$ cat src/rtl/bmcPkg.sv
package bmcPkg;

  // Classified interval, produced by the datapath on each synchronized edge
  typedef struct packed {
    logic edgeSeen;
    logic isShort;
    logic isLong;
    logic isTooLong;
    logic timeout;
  } ivlEvt_t;

  // Strobes from the control back to the datapath
  typedef struct packed {
    logic updShort;
    logic updLong;
    logic reseed;
  } ctlStb_t;

  typedef enum logic {
    PAIR_IDLE = 1'b0,
    PAIR_HALF = 1'b1
  } pairSt_t;

endpackage

$ cat src/rtl/bmcDatapath.sv
module bmcDatapath
  import bmcPkg::*;
#(
  parameter int SEED        = 8,
  parameter int LOS_LIMIT   = 32,
  parameter int SYNC_STAGES = 2,
  parameter int CNT_W       = $clog2(LOS_LIMIT + 1),
  parameter int FRAC        = 2,
  parameter int EST_W       = CNT_W + FRAC + 1
) (
  input  logic             clk,
  input  logic             rstN,
  input  logic             rxIn,
  input  ctlStb_t          ctl,
  output ivlEvt_t          evt,
  output logic             rxEdge,
  output logic [EST_W-1:0] estQ
);

  localparam int MW = EST_W + 4;
  localparam logic [EST_W-1:0] SEED_Q = EST_W'(SEED * (1 << FRAC));
  localparam logic [CNT_W-1:0] CNT_MAX = CNT_W'(LOS_LIMIT);

  // Synchronizer chain plus one history flop for edge detection
  logic [SYNC_STAGES:0] syncQ;

  always_ff @(posedge clk or negedge rstN) begin
    if (!rstN) syncQ <= '0;
    else       syncQ <= {syncQ[SYNC_STAGES-1:0], rxIn};
  end

  assign rxEdge = syncQ[SYNC_STAGES] ^ syncQ[SYNC_STAGES-1];

  // Interval counter, saturating at the silence limit
  logic [CNT_W-1:0] ivlCnt;

  always_ff @(posedge clk or negedge rstN) begin
    if (!rstN)                 ivlCnt <= CNT_MAX;
    else if (rxEdge)           ivlCnt <= CNT_W'(1);
    else if (ivlCnt != CNT_MAX) ivlCnt <= ivlCnt + CNT_W'(1);
  end

  // Classification against scaled thresholds (interval in 1/16 units vs estimate in 1/4 units)
  logic [MW-1:0] ivlScaled, thrShort, thrLong;

  always_comb begin
    ivlScaled = MW'(ivlCnt) << (FRAC + 2);
    thrShort  = MW'(estQ) * MW'(3);
    thrLong   = MW'(estQ) * MW'(5);
  end

  logic shortHit, tooLongHit;
  assign shortHit   = (ivlScaled <= thrShort);
  assign tooLongHit = (ivlScaled >  thrLong);

  always_comb begin
    evt.edgeSeen  = rxEdge;
    evt.isShort   = rxEdge & shortHit;
    evt.isTooLong = rxEdge & tooLongHit;
    evt.isLong    = rxEdge & ~shortHit & ~tooLongHit;
    evt.timeout   = ~rxEdge & (ivlCnt == CNT_MAX);
  end

  // Full-cell estimate, averaged with each accepted interval
  logic [EST_W:0] sumLong, sumShort;

  always_comb begin
    sumLong  = {1'b0, estQ} + ((EST_W + 1)'(ivlCnt) << FRAC);
    sumShort = {1'b0, estQ} + ((EST_W + 1)'(ivlCnt) << (FRAC + 1));
  end

  always_ff @(posedge clk or negedge rstN) begin
    if (!rstN)             estQ <= SEED_Q;
    else if (ctl.reseed)   estQ <= SEED_Q;
    else if (ctl.updLong)  estQ <= sumLong[EST_W:1];
    else if (ctl.updShort) estQ <= sumShort[EST_W:1];
  end

endmodule

$ cat src/rtl/bmcControl.sv
module bmcControl
  import bmcPkg::*;
(
  input  logic    clk,
  input  logic    rstN,
  input  ivlEvt_t evt,
  output ctlStb_t ctl,
  output logic    bitOut,
  output logic    bitValid,
  output logic    violation,
  output logic    los
);

  pairSt_t pairQ, pairN;
  logic    armedQ;
  logic    emitN, emitValN, violN, timeoutHit;

  always_comb begin
    pairN      = pairQ;
    emitN      = 1'b0;
    emitValN   = 1'b0;
    violN      = 1'b0;
    timeoutHit = 1'b0;
    ctl        = '0;

    if (evt.edgeSeen) begin
      if (armedQ) begin
        if (evt.isTooLong) begin
          violN = 1'b1;
          pairN = PAIR_IDLE;
        end else if (evt.isShort) begin
          ctl.updShort = 1'b1;
          if (pairQ == PAIR_HALF) begin
            emitN    = 1'b1;
            emitValN = 1'b1;
            pairN    = PAIR_IDLE;
          end else begin
            pairN = PAIR_HALF;
          end
        end else if (evt.isLong) begin
          ctl.updLong = 1'b1;
          if (pairQ == PAIR_HALF) begin
            violN = 1'b1;
            pairN = PAIR_IDLE;
          end else begin
            emitN    = 1'b1;
            emitValN = 1'b0;
          end
        end
      end
    end else if (armedQ && evt.timeout) begin
      timeoutHit = 1'b1;
      ctl.reseed = 1'b1;
      pairN      = PAIR_IDLE;
    end
  end

  always_ff @(posedge clk or negedge rstN) begin
    if (!rstN) begin
      pairQ     <= PAIR_IDLE;
      armedQ    <= 1'b0;
      bitOut    <= 1'b0;
      bitValid  <= 1'b0;
      violation <= 1'b0;
      los       <= 1'b1;
    end else begin
      pairQ     <= pairN;
      bitValid  <= emitN;
      violation <= violN;
      if (emitN) bitOut <= emitValN;
      if (timeoutHit) begin
        armedQ <= 1'b0;
        los    <= 1'b1;
      end else if (evt.edgeSeen) begin
        armedQ <= 1'b1;
        los    <= 1'b0;
      end
    end
  end

endmodule

$ cat src/rtl/bmcDecoder.sv
module bmcDecoder
  import bmcPkg::*;
#(
  parameter int SEED        = 8,
  parameter int LOS_LIMIT   = 32,
  parameter int SYNC_STAGES = 2
) (
  input  logic clk,
  input  logic rstN,
  input  logic rxIn,
  output logic bitOut,
  output logic bitValid,
  output logic violation,
  output logic los
);

  localparam int CNT_W = $clog2(LOS_LIMIT + 1);
  localparam int FRAC  = 2;
  localparam int EST_W = CNT_W + FRAC + 1;

  ivlEvt_t          evt;
  ctlStb_t          ctl;
  logic             rxEdge;
  logic [EST_W-1:0] estQ;

  bmcDatapath #(
    .SEED(SEED), .LOS_LIMIT(LOS_LIMIT), .SYNC_STAGES(SYNC_STAGES),
    .CNT_W(CNT_W), .FRAC(FRAC), .EST_W(EST_W)
  ) uDp (
    .clk(clk), .rstN(rstN), .rxIn(rxIn), .ctl(ctl),
    .evt(evt), .rxEdge(rxEdge), .estQ(estQ)
  );

  bmcControl uCtl (
    .clk(clk), .rstN(rstN), .evt(evt), .ctl(ctl),
    .bitOut(bitOut), .bitValid(bitValid), .violation(violation), .los(los)
  );

endmodule

$ cat config.mk
export PLATFORM = sky130hd
export DESIGN_NAME = bmcDecoder
export DESIGN_NICKNAME = d
export VERILOG_FILES = /design/src/rtl/bmcPkg.sv /design/src/rtl/bmcDatapath.sv /design/src/rtl/bmcControl.sv /design/src/rtl/bmcDecoder.sv
export SDC_FILE = /design/constraint.sdc
export NUM_CORES = 1
export LEC_CHECK = 0
export BUFFER_PORTS_ARGS = -buffer_cell sky130_fd_sc_hd__buf_2
export CAP_MARGIN = 20
export CORE_ASPECT_RATIO = 1.5
export CORE_UTILIZATION = 35
export DETAILED_ROUTE_END_ITERATION = 10
export HOLD_SLACK_MARGIN = 0.03
export PLACE_DENSITY = 0.51
export SLEW_MARGIN = 20
export SYNTH_ARGS = -nofsm -noshare
export SYNTH_HDL_FRONTEND = slang
export SYNTH_SLANG_ARGS = --single-unit
$ cat constraint.sdc
create_clock -name clk -period 3.55 [get_ports clk]
set_input_delay 0.71 -clock clk [delete_from_list [all_inputs] [get_ports clk]]
set_output_delay 0.71 -clock clk [all_outputs]
set_load 0.005 [all_outputs]
==> results.md, run 1 <==
* Status: finished, final reports clean
* Chip Width at 71.4 microns
* Fmax at slightly below 0.3 GHz
* Post-synthesis sequential area ratio at between 20% and 30%
* HP Class: flip-flop to flip-flop
* Die footprint at 0.00758 sq mm
* Share of the synthesized area in the top cell type at 25.2%
* Synth warnings at 0
* Top post-synthesis cells by area: ha_1 (25%), dfrtp_1 (21%), a21oi_1 (4.8%), xnor2_1 (4.5%), xor2_1 (4.5%)
* Synthesized area per cell at a little under 9 sq um
* Synth Net Count at ~340
* CP arrival at 3570 ps
* Htree depth at 1
* Num Clock Sinks at 24
* Critical Path Sink: uDp.estQ[0]$_DFFE_PN0P_
* Iteration-0 DRC Markers at 80
* Initial antenna violation count at 0
* Post-CTS Hold Fix Bufs at 0
* Max rail drop VDD at around 0.43 mV
* Number of global-route vias before repair at slightly above 2,000
* ANT nets after route at 0
* Post-Route WL at about 6000 microns
* Clock Path Buffers at 2
* CP startpoint kind: flip-flop
* Top post-synthesis cells by count: ha_1 (51), a21oi_1 (24), nand2_1 (23)
* Post-Syn Instances at approximately 280
* Yosys reg bits at 24
* Synthesized area at 0.00253 sq mm
* Fillers at 647
* RR Endpoint: uDp.estQ[0]$_DFFE_PN0P_
* Slew Limit Headroom at 62.0%
* GPL Wtd Cong at between 0.8 and 0.9
* Via count at 2,119
* Critical Path Fanout Max at 7
* Initial core utilization at around 36%
* Pwr per Cell Area at about 1100 mW/mm^2
* Final Cell Area at 0.00319 sq mm
* Final Slew Violations at 0
* Final-report setup violation count at 0
* Maxcap violations at 0
* Crit path kind: flip-flop to flip-flop
* Worst flop-to-flop path startpoint: uDp.estQ[4]$_DFFE_PN0P_
* Num ports at 7
* CP required at between 3000 and 4000 ps
* Share of layout cells above drive strength 1 at between 20% and 30%
* Top_reg_cell synth: dfrtp_1
* Number of antenna diodes at 0
* Setup Skew at ~1.7 ps
* Cell Area, Placed at 0.00284 sq mm
* Worst setup margin at 110 ps
* RSZ-0062 raised after global routing: yes
* Clk_lat worst skew at ~270 ps
* Cell leakage power at 1.53 nW
* TritonCTS buffer count at 3
* Count leader, synth: ha_1
* Worst r2r path cells at 16
* Clock transition at path regs at 80 ps
* R2R Setup Slk at roughly 110 ps
* Drc violations at 0
* CTS tree: done
* Post-route core utilization at between 40% and 50%
* Hold_ws at 365 ps
* Routed vias/inst at between 5 and 6
* Post-synth EDFFs at 0
* Largest net degree at the start of global routing at 25
* Worst Tran Pin Value at 566 ps
* Overall Power at between 0.003 and 0.004 W
* First-pass DRT Iterations at 4
* Row cnt at 37
* Clock Tree Root: clkbuf_8
* All-layer global routing usage at ~17%
* DR WL/cell at 15.0 microns
* DP Wirelength at between 4000 and 5000 microns
* Port Buffer Count at 6
* Final net count at around 390
* Post-synth top area cell: ha_1
* Ys async rst share at 100%
* Tcrit/Tclk final at 96.9%
* Core area at 0.00694 sq mm
* GRT overflow at 0
* Distinct cells, synth at 41
* CP startpoint: uDp.estQ[4]$_DFFE_PN0P_
* Die Y-Extent at 106 microns
* CP endpoint kind: flip-flop
* Pre-CTS setup slack at -124 ps
* Synth-to-Final Area Change at 26.2%
* Fin crit period at roughly 3400 ps
* First-pass GRT wire length at slightly above 10,000 microns
* Endpoints failing hold at 0
-- critical path: stages, from the launching register on --
cell and delay [ps]:
dfrtp_1 460, ha_1 330, inv_1 70, fa_2 410, nor2b_2 150, o31ai_2 90
nand2b_1 90, a21oi_2 60, xor2_1 160, ha_1 340, nand2_2 80, a31oi_4 170
a211oi_4 70, nor4_4 310, a21o_4 230, mux2i_1 200, a31oi_1 60
-- flip-flops by register name (all words and copies together), names as in the netlist --
name / flops
uCtl.armedQ: 1
uCtl.bitOut: 1
uCtl.bitValid: 1
uCtl.los: 1
uCtl.pairQ: 1
uCtl.violation: 1
uDp.estQ: 9
uDp.ivlCnt: 6
uDp.syncQ: 3
-- area by class of cell --
class	count	area, sq um	area share, %
Clock buffer	3	41.3	1.29
Clock inverter	1	30.0	0.941
Inverter	19	71.3	2.23
Multi-Input combinational cell	236	2000	62.8
Sequential cell	24	608	19.1
Tap cell	78	97.6	3.06
Timing Repair Buffer	44	339	10.6
-- stage by stage --
| stage | std cells | TNS (ps) |
|---|---|---|
| floorplan | 284 | 0 |
| global placement | 390 | -386 |
| detailed placement | 390 | -605 |
| CTS | 398 | 0 |
| global route | 405 | -488 |
| finish | 405 | 0 |
-- per-layer routing --
metal / vias to the layer above / track usage (%) / part of all wire (%)
li1: 1110 / - / -
met1: 993 / 21.3 / 46
met2: 9 / 31.2 / 52
met3: 7 / 0.569 / 0.46
met4: 0 / 6.57 / 1.5
met5: - / 0 / 0
-- how the worst min path moves through the flow --
stage | endpoint | startpoint | cells past startpoint | slack [ps]
after global placement | uDp.syncQ[1]$_DFF_PN0_ | uDp.syncQ[0]$_DFF_PN0_ | 0 | 350
after global routing | uDp.syncQ[1]$_DFF_PN0_ | uDp.syncQ[0]$_DFF_PN0_ | 0 | 380
after detailed placement | uDp.syncQ[1]$_DFF_PN0_ | uDp.syncQ[0]$_DFF_PN0_ | 0 | 340
after floorplan | uDp.syncQ[1]$_DFF_PN0_ | uDp.syncQ[0]$_DFF_PN0_ | 0 | 330
after CTS | uDp.syncQ[1]$_DFF_PN0_ | uDp.syncQ[0]$_DFF_PN0_ | 0 | 370
final | uDp.syncQ[1]$_DFF_PN0_ | uDp.syncQ[0]$_DFF_PN0_ | 0 | 360
-- cells in the final DEF, fill, tap and decap left out, drive strengths merged, types with 4 or more instances in the layout --
master	count
a21o	8
a21oi	24
mux2i	4
o21ai	18
inv	19
nor2	19
nand3	14
dfrtp	21
ha	51
buf	44
nor2b	5
fa	4
xor2	13
xnor2	13
a211oi	7
a31oi	4
nand2	23
-- timing repair --
item	CTS	global route
buffers inserted	4	7
gates resized for setup	4	39
setup endpoints to repair	11	13
pin swaps	3	25
-- power breakdown --
part	total (W)	switching [W]	internal [W]
clock network	0.000242	0.0000907	0.000151
logic	0.00273	0.00137	0.00135
registers	0.000461	0.000107	0.000355
total	0.00343	0.00157	0.00186
-- cells by family after synthesis --
group / synth area share (%)
simple gates: 13.5
compound gates: 19.7
flops: 23.9
buf+inv: 3.96
xor+xnor: 9.01
fa+ha+maj: 28.4
mux: 1.58
Power figures use the tool's default switching activity.
==> run 2: changes to the inputs <==
--- a/config.mk
+++ b/config.mk
@@ -12,5 +12,5 @@
 export DETAILED_ROUTE_END_ITERATION = 10
 export HOLD_SLACK_MARGIN = 0.03
-export PLACE_DENSITY = 0.51
+export PLACE_DENSITY = 0.53
 export SLEW_MARGIN = 20
 export SYNTH_ARGS = -nofsm -noshare
==> constraint.sdc (replaced) <==
create_clock -name clk -period 3.55 [get_ports clk]
set_input_delay 0.71 -clock clk [delete_from_list [all_inputs] [get_ports clk]]
set_output_delay 0.71 -clock clk [all_outputs]
set_load 0.01 [all_outputs]
==> results.md, run 2 (synthesized netlist as in run 1, its figures left out) <==
* Reg with most FFs: uDp.estQ (unchanged)
* Status: finished, final reports clean (unchanged)
* Fmax at 0.289 GHz (was 0.291 GHz)
* Die footprint at 0.00758 sq mm (unchanged)
* Slew Limit Headroom at 64.2% (was 62.0%)
* DP Cell Count at 386 (was 390)
* Setup Skew at 1.44 ps (was 1.74 ps)
* RSZ-0062 raised after global routing: yes (unchanged)
* Worst Tran Pin Value at 537 ps (was 566 ps)
* CP endpoint kind: flip-flop (unchanged)
* Hold_ws at 354 ps (was 365 ps)
* Commonest non-fill, non-tap cells in the layout: ha_1 (50), buf_4 (35), nand2_1 (22), a21oi_1 (21), dfrtp_1 (20) (was ha_1 (45), buf_4 (34), a21oi_1 (21), nand2_1 (20), nor2_1 (19))
* Clock Tree Root: clkbuf_8 (unchanged)
* Row cnt at 37 (unchanged)
* Top Registers: uDp.estQ x9, uDp.ivlCnt x6, uDp.syncQ x3 (unchanged)
* Die Y-Extent at 106 microns (unchanged)
* Initial antenna violation count at 0 (unchanged)
* Post-CTS Hold Fix Bufs at 0 (unchanged)
* Num Clock Sinks at 24 (unchanged)
* Initial core utilization at 36.4% (unchanged)
* Final Slew Violations at 0 (unchanged)
* Pwr per Cell Area at 1080 mW/mm^2 (was 1070 mW/mm^2)
* DR WL/cell at 15.8 microns (was 15.0 microns)
* Iteration-0 DRC Markers at 66 (was 80)
* Endpoints failing hold at 0 (unchanged)
* Critical Path Fanout Max at 6 (was 7)
* ANT nets after route at 0 (unchanged)
* Synth-to-Final Area Change at 23.6% (was 26.2%)
* Number of antenna diodes at 0 (unchanged)
* Psw at 0.00160 W (was 0.00157 W)
* GRT overflow at 0 (unchanged)
* Critical-path cell list: ha_1 -> ha_2 -> inv_2 -> fa_2 -> nor2b_4 -> o31ai_4 -> buf_4 -> buf_4 -> nand2_1 -> ha_1 -> a21oi_2 -> a31oi_2 -> a211oi_4 -> nor4_4 -> a21o_4 -> buf_4 -> o311ai_1 (was ha_1 -> inv_1 -> fa_2 -> nor2b_2 -> o31ai_2 -> nand2b_1 -> a21oi_2 -> xor2_1 -> ha_1 -> nand2_2 -> a31oi_4 -> a211oi_4 -> nor4_4 -> a21o_4 -> mux2i_1 -> a31oi_1)
* Maxcap violations at 0 (unchanged)
* Number of global-route vias before repair at 2,214 (was 2,062)
* Int Pwr at 0.00178 W (was 0.00186 W)
* GPL Wtd Cong at 0.807 (was 0.816)
* Combinational share of power at 79.5% (about the same)
* CP required at 3720 ps (was 3680 ps)
* Core area at 0.00694 sq mm (unchanged)
* First-pass DRT Iterations at 4 (unchanged)
* Clk_lat worst skew at 270 ps (about the same)
* Largest net degree at the start of global routing at 25 (unchanged)
* Fin crit period at 3460 ps (was 3440 ps)
* Final-report setup violation count at 0 (unchanged)
* Htree depth at 1 (unchanged)
* Pre-CTS setup slack at -161 ps (was -124 ps)
* Routed vias/inst at 5.48 (was 5.23)
* Final net count at 386 (unchanged)
* Clock transition at path regs at 90 ps (was 80 ps)
* Fillers at 671 (was 647)
* Crit path kind: flip-flop to flip-flop (unchanged)
* Flop pwr share at 13.2% (was 13.5%)
* Worst setup margin at 86.5 ps (was 110 ps)
* Commonest non-fill, non-tap cell in the layout: ha_1 (unchanged)
* Clock Power Share at 7.3% (was 7.0%)
* Sw frac at 47.2% (was 45.8%)
* Via count at 2,218 (was 2,119)
* HP Class: flip-flop to flip-flop (unchanged)
* Clock Path Buffers at 2 (unchanged)
* Tcrit/Tclk final at 97.6% (was 96.9%)
* Slowest library cell on the worst path: dfrtp_1 (unchanged)
* Share of layout cells above drive strength 1 at 23.2% (was 26.3%)
* Non-Filler Instances at 405 (unchanged)
* Register Area at 606 sq um (was 608 sq um)
* Multi-input gate area at 0.00198 sq mm (was 0.00200 sq mm)
* Port Buffer Count at 6 (unchanged)
* Drc violations at 0 (unchanged)
* CTS tree: done (unchanged)
* Chip Width at 71.4 microns (unchanged)
* Crit-path most repeated cell: buf_4 (was ha_1)
* CP startpoint kind: flip-flop (unchanged)
* Num ports at 7 (unchanged)
* Cell leakage power at 1.54 nW (was 1.53 nW)
* TritonCTS buffer count at 3 (unchanged)
* DP Wirelength at 4720 microns (was 4700 microns)
* All-layer global routing usage at 18.1% (was 17.2%)
* First-pass GRT wire length at 10,600 microns (was 10,100 microns)
* Slowest cell delay on critical path at 420 ps (was 460 ps)
* Post-route core utilization at 45.0% (was 46.0%)
* CP arrival at 3630 ps (was 3570 ps)
* Overall Power at 0.00338 W (was 0.00343 W)
* Post-Route WL at 6410 microns (was 6060 microns)
* Max rail drop VDD at 0.464 mV (was 0.428 mV)
* Max FFs per register at 9 (unchanged)
==> run 2: what timing repair did <==
action,CTS,global route
buffers inserted,10,3
gates resized for setup,15,19
cloned,2,0
pin swaps,14,12
endpoints found under the setup margin,12,13
==> run 2: routing by layer <==
metal,track usage [%],vias up,share of wire (%)
met5,0,-,0
met4,8.29,0,3.8
met3,1.23,15,1.7
met2,32.8,34,54
met1,21.3,1054,41
li1,-,1115,-
==> run 2: cell type report <==
type                       instances  share of cell area (%)
clock buffer                       3                    1.32
clock inverter                     1                   0.961
inverter                          19                    2.28
multi-input combinational        238                    63.2
sequential                        24                    19.4
tap                               78                    3.12
timing repair buffer              42                    9.73
==> run 2: metrics by stage <==
step                TNS, ps  area, sq um
floorplan                 0         2530
global placement      -1310         2800
detailed placement    -1190         2800
CTS                       0         3020
global route           -811         3130
finish                    0         3130
==> run 2: worst max-delay path: cells and delay by family, from the launching register on <==
family                     cells  cell delay [ps]
AOI/OAI and AO/OA              6             1060
adders and majority gates      4             1110
buffers and inverters          4              470
DFF                            1              420
and+or+nand+nor                3              310
==> run 2: worst paths after layout <==
check	startpoint	end	slack, ps	cells past startpoint
max	uDp.estQ[3]$_DFFE_PN0P_	uCtl.bitOut$_DFFE_PN0P_	90	17
min	uDp.syncQ[0]$_DFF_PN0_	uDp.syncQ[1]$_DFF_PN0_	350	0
max reg2reg	uDp.estQ[3]$_DFFE_PN0P_	uCtl.bitOut$_DFFE_PN0P_	90	17
min reg2reg	uDp.syncQ[0]$_DFF_PN0_	uDp.syncQ[1]$_DFF_PN0_	350	0
max in group asynchronous	rstN	uDp.estQ[2]$_DFFE_PN0P_	2750	1
min in group asynchronous	rstN	uDp.syncQ[0]$_DFF_PN0_	410	1
==> run 2: power by group through the flow <==
stage / registers [W] / clock network [W] / logic [W]
after floorplan: 0.000460 / 0 / 0.00157
after global placement: 0.000454 / 0 / 0.00219
after detailed placement: 0.000454 / 0 / 0.00219
after CTS: 0.000447 / 0.000249 / 0.00247
after global routing: 0.000459 / 0.000254 / 0.00302
final: 0.000446 / 0.000245 / 0.00269
==> run 3: changes to the inputs <==
Settings changed: PLACE_DENSITY 0.53 to 0.54.
==> results.md, run 3 (synthesized netlist as in run 1, its figures left out) <==
* Post-route core utilization at 45.8% (was 45.0%)
* Largest delay share family, worst path: adder cells (unchanged)
* Via count at 2,172 (was 2,218)
* Die footprint at 0.00758 sq mm (unchanged)
* Synth-to-Final Area Change at 25.8% (was 23.6%)
* Setup TNS Final at 0 ps (unchanged)
* Post-Route WL at 6500 microns (was 6410 microns)
* ANT nets after route at 0 (unchanged)
* Largest net degree at the start of global routing at 25 (unchanged)
* Drc violations at 0 (unchanged)
* Worst flop-to-flop path startpoint: uDp.estQ[3]$_DFFE_PN0P_ (unchanged)
* HP Class: flip-flop to flip-flop (unchanged)
* Cell Area, Placed at 0.00279 sq mm (was 0.00280 sq mm)
* Slew Limit Headroom at 63.0% (was 64.2%)
* Num ports at 7 (unchanged)
* Worst Tran Pin Value at 555 ps (was 537 ps)
* Port Buffer Count at 6 (unchanged)
* Routed vias/inst at 5.40 (was 5.48)
* Commonest non-fill, non-tap cells in the layout: ha_1 (43), buf_4 (31), a21oi_1 (22), nand2_1 (21), nor2_1 (18) (was ha_1 (50), buf_4 (35), nand2_1 (22), a21oi_1 (21), dfrtp_1 (20))
* Final-report setup violation count at 0 (unchanged)
* TritonCTS buffer count at 3 (unchanged)
* Final net count at 383 (was 386)
* First-pass GRT wire length at 10,700 microns (was 10,600 microns)
* CP startpoint kind: flip-flop (unchanged)
* Initial core utilization at 36.4% (unchanged)
* Initial antenna violation count at 0 (unchanged)
* RR Endpoint: uDp.estQ[8]$_DFFE_PN0P_ (was uCtl.bitOut$_DFFE_PN0P_)
* Number of global-route vias before repair at 2,212 (was 2,214)
* Setup Skew at 7.80 ps (was 1.44 ps)
* Critical-path cell list: ha_4 -> ha_4 -> inv_2 -> fa_2 -> nor2b_4 -> o31ai_4 -> nand2b_1 -> a21oi_2 -> xor2_1 -> ha_1 -> buf_4 -> nand4_1 -> nor4_2 -> nor4_2 -> a21o_2 -> buf_6 -> a31o_2 (was ha_1 -> ha_2 -> inv_2 -> fa_2 -> nor2b_4 -> o31ai_4 -> buf_4 -> buf_4 -> nand2_1 -> ha_1 -> a21oi_2 -> a31oi_2 -> a211oi_4 -> nor4_4 -> a21o_4 -> buf_4 -> o311ai_1)
* Crit path depth at 17 (unchanged)
* Crit path kind: flip-flop to flip-flop (unchanged)
* Hold worst-path end: uDp.syncQ[1]$_DFF_PN0_ (unchanged)
* R2R Setup Slk at 10 ps (was 90 ps)
* Crit path buf inv count at 3 (was 4)
* Clock Path Buffers at 2 (unchanged)
* CP arrival at 3700 ps (was 3630 ps)
* Maxcap violations at 0 (unchanged)
* Final Slew Violations at 0 (unchanged)
* Clock Tree Root: clkbuf_8 (unchanged)
* CP endpoint kind: flip-flop (unchanged)
* Slowest library cell on the worst path: dfrtp_2 (was dfrtp_1)
* Htree depth at 1 (unchanged)
* GRT overflow at 0 (unchanged)
* Clock transition at path regs at 90 ps (about the same)
* Endpoints failing hold at 0 (unchanged)
* Slowest cell delay on critical path at 450 ps (was 420 ps)
* Hold_ws at 359 ps (was 354 ps)
* All-layer global routing usage at 18.0% (was 18.1%)
* Reg with most FFs: uDp.estQ (unchanged)
* HP Start: uDp.syncQ[0]$_DFF_PN0_ (unchanged)
* DR WL/cell at 16.2 microns (was 15.8 microns)
* Fmax at 0.282 GHz (was 0.289 GHz)
* Hold path cells at 0 (unchanged)
* Number of antenna diodes at 0 (unchanged)
* Clk_lat worst skew at 270 ps (about the same)
* Critical Path Fanout Max at 8 (was 6)
* Iteration-0 DRC Markers at 94 (was 66)
* CP required at 3710 ps (was 3720 ps)
* RSZ-0062 raised after global routing: yes (unchanged)
* CTS tree: done (unchanged)
* DP Wirelength at 4770 microns (was 4720 microns)
* Die Y-Extent at 106 microns (unchanged)
* First-pass DRT Iterations at 4 (unchanged)
* Share of layout cells above drive strength 1 at 27.5% (was 23.2%)
* Core area at 0.00694 sq mm (unchanged)
* Chip Width at 71.4 microns (unchanged)
* Worst r2r path cells at 17 (unchanged)
* Top Registers: uDp.estQ x9, uDp.ivlCnt x6, uDp.syncQ x3 (unchanged)
* Max FFs per register at 9 (unchanged)
* Final Cell Area at 0.00318 sq mm (was 0.00313 sq mm)
* Row cnt at 37 (unchanged)
* Num Clock Sinks at 24 (unchanged)
* Commonest non-fill, non-tap cell in the layout: ha_1 (unchanged)
* Tcrit/Tclk final at 99.7% (was 97.6%)
* GPL Wtd Cong at 0.769 (was 0.807)
* Status: finished, final reports clean (unchanged)
* Fin crit period at 3540 ps (was 3460 ps)
## run 3: metrics by stage
step,worst slack [ps],std cells
floorplan,157,284
global placement,-292,385
detailed placement,-286,385
CTS,6.13,398
global route,-128,402
finish,9.90,402
## run 3: how the worst max path moves through the flow
stage | from | to
after floorplan | uDp.estQ[3]$_DFFE_PN0P_ | uDp.estQ[0]$_DFFE_PN0P_
after global routing | uDp.estQ[3]$_DFFE_PN0P_ | uDp.estQ[0]$_DFFE_PN0P_
after global placement | uDp.estQ[3]$_DFFE_PN0P_ | uDp.estQ[8]$_DFFE_PN0P_
after CTS | uDp.estQ[3]$_DFFE_PN0P_ | uDp.estQ[8]$_DFFE_PN0P_
final | uDp.estQ[3]$_DFFE_PN0P_ | uDp.estQ[8]$_DFFE_PN0P_
after detailed placement | uDp.estQ[3]$_DFFE_PN0P_ | uDp.estQ[8]$_DFFE_PN0P_
## run 3: worst register-to-register path: cells and delay by family, from the launching register on
family                   cells  cell delay [ps]
AND/OR/NAND/NOR              5              710
buffers and inverters        3              320
XOR/XNOR                     1              170
flip-flops                   1              450
adder cells (fa/ha/maj)      4             1110
AO/OA/AOI/OAI                4              690
## run 3: cell type report
class / instances / area (sq um)
Sequential cell: 24 / 609
Tap cell: 78 / 97.6
Multi-Input combinational cell: 237 / 2050
Clock buffer: 4 / 55.1
Timing Repair Buffer: 40 / 297
Fill cell: 662 / 3760
Inverter: 19 / 71.3
## run 3: per-layer routing
| metal | vias up | wire length [microns] | track usage, % |
|---|---|---|---|
| met5 | - | 0 | 0 |
| met4 | 0 | 56 | 4.29 |
| met3 | 4 | 38 | 0.569 |
| met2 | 12 | 3590 | 34.9 |
| met1 | 1053 | 2810 | 21.4 |
| li1 | 1103 | - | - |
## run 3: timing repair
item | 4_1_cts | 5_1_grt
setup endpoints to repair | 12 | 13
hold buffers | 0 | 0
pin swaps | 14 | 22
gates cloned | 1 | 0
gates resized for setup | 21 | 33
setup buffers | 8 | 4
Power of run 3 is not shown: default switching activity piles up to over one toggle a cycle in this logic, so the estimate is an artifact.
